**src/rtl/srn_pkg.sv**
```systemverilog
// Package: shared bit positions and the software flag action type for the
// interrupt service request node. Assumes a register word of at least 4 bits.
package srn_pkg;

    localparam int unsigned POS_EN   = 0;  // enable, read/write
    localparam int unsigned POS_FLAG = 1;  // pending flag, read-only
    localparam int unsigned POS_SET  = 2;  // set command, write-one
    localparam int unsigned POS_CLR  = 3;  // clear command, write-one

    typedef enum logic [1:0] {
        SW_NONE = 2'd0,
        SW_SET  = 2'd1,
        SW_CLR  = 2'd2
    } sw_act_e;

    typedef struct packed {
        logic set;
        logic clr;
        logic ack;
    } hw_evt_t;

endpackage

```
**src/rtl/srn_regif.sv**
```systemverilog
// Register interface: holds the enable bit, decodes the write-one commands
// into a single flag action, and assembles the read word.
// Assumes one-cycle write strobes and DATA_W > POS_CLR.
module srn_regif
    import srn_pkg::*;
#(
    parameter int unsigned DATA_W = 32
) (
    input  logic              clk,
    input  logic              rst_n,
    input  logic              wr,
    input  logic [DATA_W-1:0] wdata,
    input  logic              flag,
    output logic              en_q,
    output sw_act_e           sw_act,
    output logic [DATA_W-1:0] rdata
);

    localparam int unsigned MSB = DATA_W - 1;

    logic unused_wbits;
    logic cmd_set;
    logic cmd_clr;

    // Ignored write bits: only enable and the two commands are consumed.
    assign unused_wbits = ^{wdata[MSB:POS_CLR+1], wdata[POS_FLAG]};
    assign cmd_set      = wr & wdata[POS_SET];
    assign cmd_clr      = wr & wdata[POS_CLR];

    // Enable register: loaded from bit 0 on every write.
    always_ff @(posedge clk) begin
        if (!rst_n)  en_q <= 1'b0;
        else if (wr) en_q <= wdata[POS_EN];
    end

    // Command decode: a set and a clear in the same write cancel out.
    always_comb begin
        sw_act = SW_NONE;
        if (cmd_set && !cmd_clr)      sw_act = SW_SET;
        else if (cmd_clr && !cmd_set) sw_act = SW_CLR;
    end

    // Read word: enable and flag in fixed places, commands and spares read 0.
    generate
        for (genvar b = 0; b < DATA_W; b++) begin : g_rd
            if (b == POS_EN)        begin : g_en   assign rdata[b] = en_q; end
            else if (b == POS_FLAG) begin : g_flag assign rdata[b] = flag; end
            else                    begin : g_zero assign rdata[b] = 1'b0; end
        end
    endgenerate

    assert_cmd_reads_zero_R4: assert property (@(posedge clk) disable iff (!rst_n)
        (rdata[POS_SET] == 1'b0) && (rdata[POS_CLR] == 1'b0));

    assert_en_loads_R6: assert property (@(posedge clk) disable iff (!rst_n)
        wr |=> (en_q == $past(wdata[POS_EN])));

endmodule

```
**src/rtl/srn_flag.sv**
```systemverilog
// Pending flag: applies software actions ahead of hardware events. Drops
// hardware events while the bus lock is high. Within hardware, a set beats
// a clear or an acknowledge.
// Assumes the software action is already decoded (cancelled commands = none).
module srn_flag
    import srn_pkg::*;
(
    input  logic    clk,
    input  logic    rst_n,
    input  sw_act_e sw_act,
    input  logic    lock,
    input  hw_evt_t hw,
    output logic    flag_q
);

    logic hw_drop;
    logic hw_clear_any;

    // Hardware qualification: the lock discards events outright.
    assign hw_drop      = lock;
    assign hw_clear_any = hw.clr | hw.ack;

    // Flag register update in priority order.
    always_ff @(posedge clk) begin
        if (!rst_n) begin
            flag_q <= 1'b0;
        end else begin
            unique case (sw_act)
                SW_SET:  flag_q <= 1'b1;
                SW_CLR:  flag_q <= 1'b0;
                default: begin
                    if (!hw_drop) begin
                        if (hw.set)           flag_q <= 1'b1;
                        else if (hw_clear_any) flag_q <= 1'b0;
                    end
                end
            endcase
        end
    end

    assert_sw_set_R2: assert property (@(posedge clk) disable iff (!rst_n)
        (sw_act == SW_SET) |=> flag_q);

    assert_sw_clr_R2: assert property (@(posedge clk) disable iff (!rst_n)
        (sw_act == SW_CLR) |=> !flag_q);

    assert_lock_freeze_R10: assert property (@(posedge clk) disable iff (!rst_n)
        (lock && sw_act == SW_NONE) |=> $stable(flag_q));

    assert_set_wins_R9: assert property (@(posedge clk) disable iff (!rst_n)
        (!lock && sw_act == SW_NONE && hw.set) |=> flag_q);

    assert_ack_clears_R8: assert property (@(posedge clk) disable iff (!rst_n)
        (!lock && sw_act == SW_NONE && !hw.set && hw.ack) |=> !flag_q);

endmodule

```
**src/rtl/srn_fwd.sv**
```systemverilog
// Request forwarding: registers flag AND enable toward the arbiter, so the
// output moves one clock after the register state. Assumes nothing else.
module srn_fwd (
    input  logic clk,
    input  logic rst_n,
    input  logic flag,
    input  logic en,
    output logic req_q
);

    // Output stage: forward only while enabled.
    always_ff @(posedge clk) begin
        if (!rst_n) req_q <= 1'b0;
        else        req_q <= flag & en;
    end

    assert_req_rise_R7: assert property (@(posedge clk) disable iff (!rst_n)
        (flag && en) |=> req_q);

    assert_req_gate_R7: assert property (@(posedge clk) disable iff (!rst_n)
        !(flag && en) |=> !req_q);

endmodule

```
**src/rtl/irq_srn_node.sv**
```systemverilog
// Top: one interrupt service request node. It joins the register
// interface, the pending flag and the registered arbiter request.
// Assumes the bus drives reg_wr for one cycle per write, and raises
// rmw_lock for the whole read-modify-write window.
module irq_srn_node
    import srn_pkg::*;
#(
    parameter int unsigned DATA_W = 32
) (
    input  logic              clk,
    input  logic              rst_n,
    input  logic              reg_wr,
    input  logic [DATA_W-1:0] reg_wdata,
    output logic [DATA_W-1:0] reg_rdata,
    input  logic              rmw_lock,
    input  logic              hw_set,
    input  logic              hw_clr,
    input  logic              svc_ack,
    output logic              arb_req
);

    sw_act_e sw_act;
    hw_evt_t hw;
    logic    en_q;
    logic    flag_q;

    // Bundle the hardware strobes for the flag stage.
    assign hw = '{set: hw_set, clr: hw_clr, ack: svc_ack};

    srn_regif #(.DATA_W(DATA_W)) u_regif (
        .clk    (clk),
        .rst_n  (rst_n),
        .wr     (reg_wr),
        .wdata  (reg_wdata),
        .flag   (flag_q),
        .en_q   (en_q),
        .sw_act (sw_act),
        .rdata  (reg_rdata)
    );

    srn_flag u_flag (
        .clk    (clk),
        .rst_n  (rst_n),
        .sw_act (sw_act),
        .lock   (rmw_lock),
        .hw     (hw),
        .flag_q (flag_q)
    );

    srn_fwd u_fwd (
        .clk   (clk),
        .rst_n (rst_n),
        .flag  (flag_q),
        .en    (en_q),
        .req_q (arb_req)
    );

    assert_both_cmds_hold_R3: assert property (@(posedge clk) disable iff (!rst_n)
        (reg_wr && reg_wdata[POS_SET] && reg_wdata[POS_CLR] && rmw_lock)
        |=> $stable(reg_rdata[POS_FLAG]));

    assert_sw_beats_hw_R11: assert property (@(posedge clk) disable iff (!rst_n)
        (reg_wr && reg_wdata[POS_CLR] && !reg_wdata[POS_SET] && hw_set)
        |=> !reg_rdata[POS_FLAG]);

endmodule

```
**config.mk**
```make
export PLATFORM = sky130hd
export DESIGN_NAME = irq_srn_node
export DESIGN_NICKNAME = d
export VERILOG_FILES = /design/src/rtl/srn_pkg.sv /design/src/rtl/srn_regif.sv /design/src/rtl/srn_flag.sv /design/src/rtl/srn_fwd.sv /design/src/rtl/irq_srn_node.sv
export SDC_FILE = /design/constraint.sdc
export NUM_CORES = 1
export LEC_CHECK = 0
export BUFFER_PORTS_ARGS = -buffer_cell sky130_fd_sc_hd__buf_4
export CAP_MARGIN = 0
export CORE_MARGIN = 2
export CORE_UTILIZATION = 28
export DETAILED_ROUTE_END_ITERATION = 6
export HOLD_SLACK_MARGIN = 0.15
export PLACE_DENSITY_LB_ADDON = 0.1
export SYNTH_ARGS = -nofsm -noshare
export SYNTH_HDL_FRONTEND = slang
export SYNTH_SLANG_ARGS = --single-unit
```
**constraint.sdc**
```tcl
create_clock -name clk -period 2 [get_ports clk]
set_input_delay 0.6 -clock clk [delete_from_list [all_inputs] [get_ports clk]]
set_output_delay 0.6 -clock clk [all_outputs]
set_load 0.05 [all_outputs]
```
# Word level (Yosys, flattened, before mapping)
# Index checks and enable logic that the tools add are counted.
[classes]
addsub = 0
multipliers = 0
div = 0
magnitude_cmp = 0
n_eq_ne = 3
shifts = 0
muxes = 6
bitwise_logic = 4
n_reduce_logical = 6
[op_table]
columns = ["op", "n"]
rows = [
  ["two-way mux 2 bit", 2],
  ["nonzero test 4 bit", 1],
  ["AND 1 bit", 3],
  ["two-way mux 1 bit", 3],
  ["!= test 3 x 1 -> 1 bit (second input constant)", 1],
  ["equality test 2 x 1 -> 1 bit (second input constant)", 1],
  ["equality test 2 bit (second input constant)", 1],
  ["logical AND 1 bit", 2],
  ["logical NOT 1 bit", 2],
  ["one-hot mux 1 bit (2 select lines)", 1],
  ["AND reduction 2 bit", 1],
  ["OR 1 bit", 1],
]
[word_totals]
register_bits = 3
latch_bits = 0
mem_bits_rw = 0
romBits = 0
output_inout_bits = 33
n_memories = 0

# Depth between registers and ports, before layout
# Gate-level depths: netlist of run 1.
[depth]
word_depth = 8
mapped_depth = 6
ltp_nobuf = 6

# By module
# Synthesis of run 1 repeated with hierarchy kept, for this count alone.
[hier_totals]
cells_unflattened = 52
hier_area_um2 = 436.7
[modules_own_cells]
columns = ["module", "instances", "cells_per_inst", "area_each_um2"]
rows = [
  ["srn_regif", 1, 39, 297.8],
  ["srn_flag", 1, 11, 112.6],
  ["srn_fwd", 1, 2, 26.3],
]

# Worst setup path before layout of run 1
# Ideal clock, no wire load.
[synth_path]
kind = "in2reg"
from = "input reg_wdata[3]"
to = "register u_flag.flag_q"
setup_ps = 121
arrival_ps = 1441
required_time_ps = 1879
setup_slack_ps = 439
stages = 5
n_path_buf = 0
cell_sequence = "and2_1 -> ha_1 -> mux2_2 -> nand2_1 -> mux2i_1"
[synth_between]
elab_chain_cells = 7
elab_cells_between_ends = 12
cone_classes = "eq/ne (3); mux (3); bitwise (1); reduce/logical (5)"
[synth_rtl]
columns = ["element", "line_no", "rtl"]
rows = [
  ["start: declaration", "irq_srn_node.sv:13", "input logic [DATA_W-1:0] reg_wdata,"],
  ["AND 1 bit *", "srn_regif.sv:28", "assign cmd_clr = wr & wdata[POS_CLR];"],
  ["logical AND 1 bit or logical NOT 1 bit (tied branches)", "srn_regif.sv:40, srn_regif.sv:39", ""],
  ["two-way mux 2 bit or logical AND 1 bit (tied branches)", "srn_regif.sv:40, srn_regif.sv:39", ""],
  ["two-way mux 2 bit *", "srn_regif.sv:39", "if (cmd_set && !cmd_clr) sw_act = SW_SET;"],
  ["equality test 2 x 1 -> 1 bit or equality test 2 bit (tied branches)", "srn_flag.sv:28", "unique case (sw_act)"],
  ["!= test 3 x 1 -> 1 bit (no source line) or nonzero test 4 bit (tied branches)", "n/a", ""],
  ["AND reduction 2 bit (no source line)", "n/a", ""],
  ["end signal: assignment", "srn_flag.sv:29", "SW_SET: flag_q <= 1'b1;"],
  ["end signal: assignment", "srn_flag.sv:30", "SW_CLR: flag_q <= 1'b0;"],
  ["end signal: assignment", "srn_flag.sv:33", "if (hw.set) flag_q <= 1'b1;"],
  ["end: declaration", "srn_flag.sv:13", "output logic flag_q"],
]
# Every way passes the cells marked *; elsewhere a longest branch is shown, timed or not.
# A chain may end at the register's enable or synchronous reset.

# Worst setup path after layout of run 1
[layout_path]
from = "input reg_wr"
to = "register u_flag.flag_q"
[layout_between]
elab_chain_cells = 8
elab_cells_between_ends = 14
cone_classes = "eq/ne (3); mux (3); bitwise (2); reduce/logical (6)"
[layout_rtl]
columns = ["element", "line_no", "rtl"]
rows = [
  ["start: declaration", "irq_srn_node.sv:12", "input logic reg_wr,"],
  ["AND 1 bit", "srn_regif.sv:27", "assign cmd_set = wr & wdata[POS_SET];"],
  ["logical NOT 1 bit", "srn_regif.sv:40", "else if (cmd_clr && !cmd_set) sw_act = SW_CLR;"],
  ["logical AND 1 bit", "srn_regif.sv:40", ""],
  ["two-way mux 2 bit", "srn_regif.sv:40", ""],
  ["two-way mux 2 bit *", "srn_regif.sv:39", ""],
  ["equality test 2 x 1 -> 1 bit or equality test 2 bit (tied branches)", "srn_flag.sv:28", ""],
  ["!= test 3 x 1 -> 1 bit (no source line) or nonzero test 4 bit (tied branches)", "n/a", ""],
  ["AND reduction 2 bit (no source line)", "n/a", ""],
]
# Marks and branches as above.

==> results of run 1 <==
## where the power goes
| group | switching [mW] | leakage (nW) | internal (mW) |
|---|---|---|---|
| sequential | 0.00199 | 0.0246 | 0.0635 |
| combinational | 0.146 | 0.219 | 0.0241 |
| clock | 0.0307 | 0.0150 | 0.0747 |
| total | 0.178 | 0.259 | 0.162 |
## path summary, 6_finish.rpt
check | from | endpoint | slack [ns] | cells past startpoint
min | u_flag.flag_q | u_flag.flag_q | 0.48 | 2
max | reg_wr | u_flag.flag_q | 0.52 | 6
min reg2reg | u_flag.flag_q | u_flag.flag_q | 0.48 | 2
max reg2reg | u_regif.en_q | u_regif.en_q | 1.40 | 2
## Yosys cell counts
cell type / number / area share
nor3_2: 1 / 0.024
nor2_1: 1 / 0.0090
mux2i_1: 2 / 0.048
and2_1: 1 / 0.015
dfxtp_1: 3 / 0.14
nand2_1: 3 / 0.027
mux2_2: 1 / 0.027
nor2b_1: 1 / 0.015
inv_1: 2 / 0.018
and3_1: 1 / 0.015
buf_4: 32 / 0.58
conb_1: 1 / 0.0090
o21ai_1: 1 / 0.012
ha_1: 2 / 0.060
## sequential cells by signal (all words and copies together) (netlist names)
name and count:
u_flag.flag_q 1, u_fwd.req_q 1, u_regif.en_q 1
## kinds of logic after synthesis
kind of cell,synth area share
DFF,0.1441
other,0.009000
muxes,0.07508
and+or+nand+nor,0.1051
AOI/OAI and AO/OA,0.01200
buffers and inverters,0.5946
adders and majority gates,0.06005
## layout by cell type, fill, tap and decap left out
master and count:
nor2b_1 1, nor2_1 1, clkbuf_1 1, inv_1 2, and3_1 1, dfxtp_1 3, clkbuf_4 3, ha_1 2
buf_4 12, nand2_1 3, conb_1 30, nor3_2 1, mux2i_1 2, o21ai_1 1, mux2_2 1, and2_1 1
## cell type report
cell class / instances / area share
Clock buffer: 4 / 0.06250
Inverter: 2 / 0.01786
Multi-Input combinational cell: 44 / 0.5179
Sequential cell: 3 / 0.1429
Tap cell: 15 / 0.04464
Timing Repair Buffer: 12 / 0.2143
## metal layers
layer	vias to the layer above	share of wire
li1	123	-
met1	104	0.30
met2	21	0.54
met3	0	0.16
met4	0	0
met5	-	0
## metrics by stage
step | utilization | area, um2 | power (mW) | setup WS [ns] | cells
after CTS | 0.3114 | 420.4 | 0.3474 | 0.5161 | 80
after floorplan | - | 525.5 | 0.2635 | 0.4385 | 81
after global placement | 0.2919 | 394.1 | 0.2358 | 0.2788 | 76
final | 0.3114 | 420.4 | 0.3406 | 0.5216 | 80
after global routing | 0.3114 | 420.4 | 0.3582 | 0.4566 | 80
after detailed placement | 0.2919 | 394.1 | 0.2358 | 0.2710 | 76
## worst max-delay path, cell delays in order
cell and delay [ns]:
buf_4 0.12, and2_1 0.14, ha_1 0.28, mux2_2 0.32, nand2_1 0.06, mux2i_1 0.06
==> impl_metrics.yaml, run 1 <==
die:
  placeableCoreArea_um2: 1350
  rows: 13
  die-area_um2: 1813
  die_w_um: 42.58
  fp.dieH_um: 42.58
  start_util: 0.3086
  num_io_pins: 72
route:
  num_vias: 248
  ant_nets: 0
  routed_wirelength_um: 522
  drt_iter0_markers: 2
  firstDrtPassIters: 2
  drc: 0
  routedWlPerCell_um: 6.525
  via_per_inst: 3.100
clock_network:
  cts_hold_buf: 0
  cts.sinks: 3
  numCtsBuffers: 3
  post_cts_buffers: 0
  root_buffer: "clkbuf_4"
  clock_path_buffers: 2
  cts_resized: 0
  clk_pin_slew_ns: 0.04
  htree_levels: 1
  cts_tree: "done"
  clock_latency_ns: 0.23
grt:
  met1_usage: 0.05102
  grt_pass1_wl_um: 752
  grt_remaining_overflow: 0
  grt_use_met3: 0.03017
  antenna_found_initial: 0
  busiest_layer: "met2"
  grt_use_total: 0.05795
  grt_max_degree: 5
  first_global_vias: 211
  grt_use_met2: 0.09231
pwr:
  leakage_nw: 0.2586
  ir_worst_vdd_mv: 0.2899
  powerDensity_nw_per_um2: 810.2
logic_synthesis:
  ys_warn_count: 0
  synth-seq-cells: 3
  synth_cell_types: 14
  ys_seq_area_frac: 0.1441
  synthCells: 52
  synth_area_um2: 416.7
  avgSynthCellArea_um2: 8.013
cells_and_area:
  fillers: 166
  multi_input_area_um2: 217.7
  area_growth_pct: 0.9008
  num_antenna_cells: 0
  drive_gt1_frac: 0.2615
  final_nets: 107
  seqCellArea_um2: 60.06
sta:
  holdWs_ns: 0.4810
  skew_ns: 0.001266
  finalHoldViolations: 0
  fin_crit_sh: 0.7392
  finalMaxSlewViolations: 0
  max_freq_mhz: 676.4
  tns_ns: 0
  rsz0062_at_grt: "false"
  setup_viol_count_final: 0
  period_needed_ns: 1.478
critical_path:
  worstSetupPathType: "in -> reg"
  cp-end-kind: "flip-flop"
  critPathLaunchType: "input pin"
  cp.arrival_ns: 1.59
  required_ns: 2.11
  cp_max_fo: 3
hold_path:
  hp-class: "reg -> reg"
place:
  hpwl_um: 460.3
  routabilityCongestion: 0.6321
  io_buffer_count: 12
run:
  cap_viol_max_count: 0
status:
  status: "complete, no violations"
(Power assumes the default switching activity.)
==> inputs of run 2 (changes only) <==
--- a/config.mk
+++ b/config.mk
@@ -8,7 +8,7 @@
 export BUFFER_PORTS_ARGS = -buffer_cell sky130_fd_sc_hd__buf_4
 export CAP_MARGIN = 0
 export CORE_MARGIN = 2
-export CORE_UTILIZATION = 28
+export CORE_UTILIZATION = 24
 export DETAILED_ROUTE_END_ITERATION = 6
 export HOLD_SLACK_MARGIN = 0.15
 export PLACE_DENSITY_LB_ADDON = 0.1
==> constraint.sdc (replaced) <==
create_clock -name clk -period 1.3 [get_ports clk]
set_input_delay 0.39 -clock clk [delete_from_list [all_inputs] [get_ports clk]]
set_output_delay 0.39 -clock clk [all_outputs]
set_load 0.05 [all_outputs]
==> run 2 against run 1 <==
  * Non-clock buffer count up 1
  * Critical path depth unchanged
  * Total power up 57%
  * Register-to-register slack worse by 0.69 ns
  * Via count up 4.4%
  * Sequential power up 54%
  * Final area up 6.8%
  * Critical path type unchanged
  * Critical endpoint unchanged
  * Highest routed layer unchanged
==> impl_metrics.yaml, run 2 (synthesized netlist as in run 1, its figures left out) <==
status:
  status: "complete, no violations"
clock_network:
  cts_tree: "done"
  root_buffer: "clkbuf_4"
  htree_levels: 1
  numCtsBuffers: 3
  clk_pin_slew_ns: 0.04
  clock_path_buffers: 2
  cts.sinks: 3
  cts_hold_buf: 0
  cts_resized: 0
  clock_latency_ns: 0.23
  post_cts_buffers: 0
critical_path:
  slowest_stage: "mux2_4"
  cp-end-kind: "flip-flop"
  required_ns: 1.42
  cp.arrival_ns: 1.31
  cpPeakStageDelay_ns: 0.29
  critPathLaunchType: "input pin"
  worstSetupPathType: "in -> reg"
  path_cells: "buf_4 -> and2_4 -> ha_4 -> mux2_4 -> nand2_1 -> mux2i_1"
  cp_max_fo: 2
route:
  firstDrtPassIters: 1
  top_layer: "met3"
  wl_met3_um: 76
  routedWlPerCell_um: 6.470
  via_per_inst: 3.120
  ant_nets: 0
  drt_iter0_markers: 0
  dr_wl_met2_um: 280
  drc: 0
  num_vias: 259
  routed_wirelength_um: 537
  wl_met1_um: 180
place:
  routabilityCongestion: 0.5709
  io_buffer_count: 12
  post-place-cells: 79
  preCtsSetupSlack_ns: -0.1419
  placed_area_um2: 422.9
grt:
  grt_use_total: 0.05267
  grt_remaining_overflow: 0
  antenna_found_initial: 0
  grt_max_degree: 5
  grt_pass1_wl_um: 738
  first_global_vias: 208
sta:
  finalHoldViolations: 0
  fin_ws_ns: 0.1050
  skew_ns: 0.002653
  rsz0062_at_grt: "false"
  fin_crit_sh: 0.9192
  finalMaxSlewViolations: 0
  max_freq_mhz: 836.8
  holdWs_ns: 0.4044
  setup_viol_count_final: 0
  tns_ns: 0
  period_needed_ns: 1.195
cells_and_area:
  reg.largest.list: "u_flag.flag_q: 1 flops, u_fwd.req_q: 1 flops, u_regif.en_q: 1 flops"
  mostFrequentLayoutCells: "conb_1, buf_4, nand2_1, clkbuf_4, dfxtp_1"
  final_nets: 108
  fin_util: 0.2689
  finalNonFillerCells: 83
  fillers: 205
  layout_commonest_cell: "conb_1"
  area_growth_pct: 7.808
  final_area_um2: 449.2
  num_antenna_cells: 0
  drive_gt1_frac: 0.3030
die:
  die_w_um: 45.67
  num_io_pins: 72
  start_util: 0.2494
  placeableCoreArea_um2: 1670
  rows: 15
  fp.dieH_um: 45.67
  die-area_um2: 2085
pwr:
  ir_worst_vdd_mv: 0.5783
  leakage_nw: 0.2697
  power_mw: 0.5346
  powerDensity_nw_per_um2: 1190
run:
  cap_viol_max_count: 0
hold_path:
  hp-class: "in -> reg"
==> run 2: final cells by class <==
class | instances | area (um2) | area share
sequential | 3 | 60.06 | 0.1337
tap | 17 | 21.27 | 0.04735
multi-input combinational | 44 | 236.5 | 0.5265
timing repair buffer | 13 | 97.59 | 0.2173
inverter | 2 | 7.507 | 0.01671
clock buffer | 4 | 26.28 | 0.05850
==> run 2: worst max-delay path, delay by kind of cell <==
kind,cells,cell delay [ns]
multiplexers,2,0.35
adder cells (fa/ha/maj),1,0.25
AND/OR/NAND/NOR,2,0.22
buffers and inverters,1,0.11
==> run 2: routing by layer <==
layer	track usage	vias up
met2	0.09014	23
met4	0.01765	0
met5	0	-
li1	-	126
met1	0.04976	110
met3	0.03571	0
==> run 2: path summary, 6_finish.rpt <==
path         depth (start not counted)           from             to  slack (ns)
min reg2reg                          2  u_flag.flag_q  u_flag.flag_q        0.48
max                                  6   reg_wdata[3]  u_flag.flag_q        0.11
min                                  2          rst_n   u_regif.en_q        0.40
max reg2reg                          2   u_regif.en_q   u_regif.en_q        0.71
==> run 2: power breakdown <==
part	switching, mW	internal [mW]
Sequential	0.00324	0.0976
Clock	0.0471	0.115
Combinational	0.227	0.0444
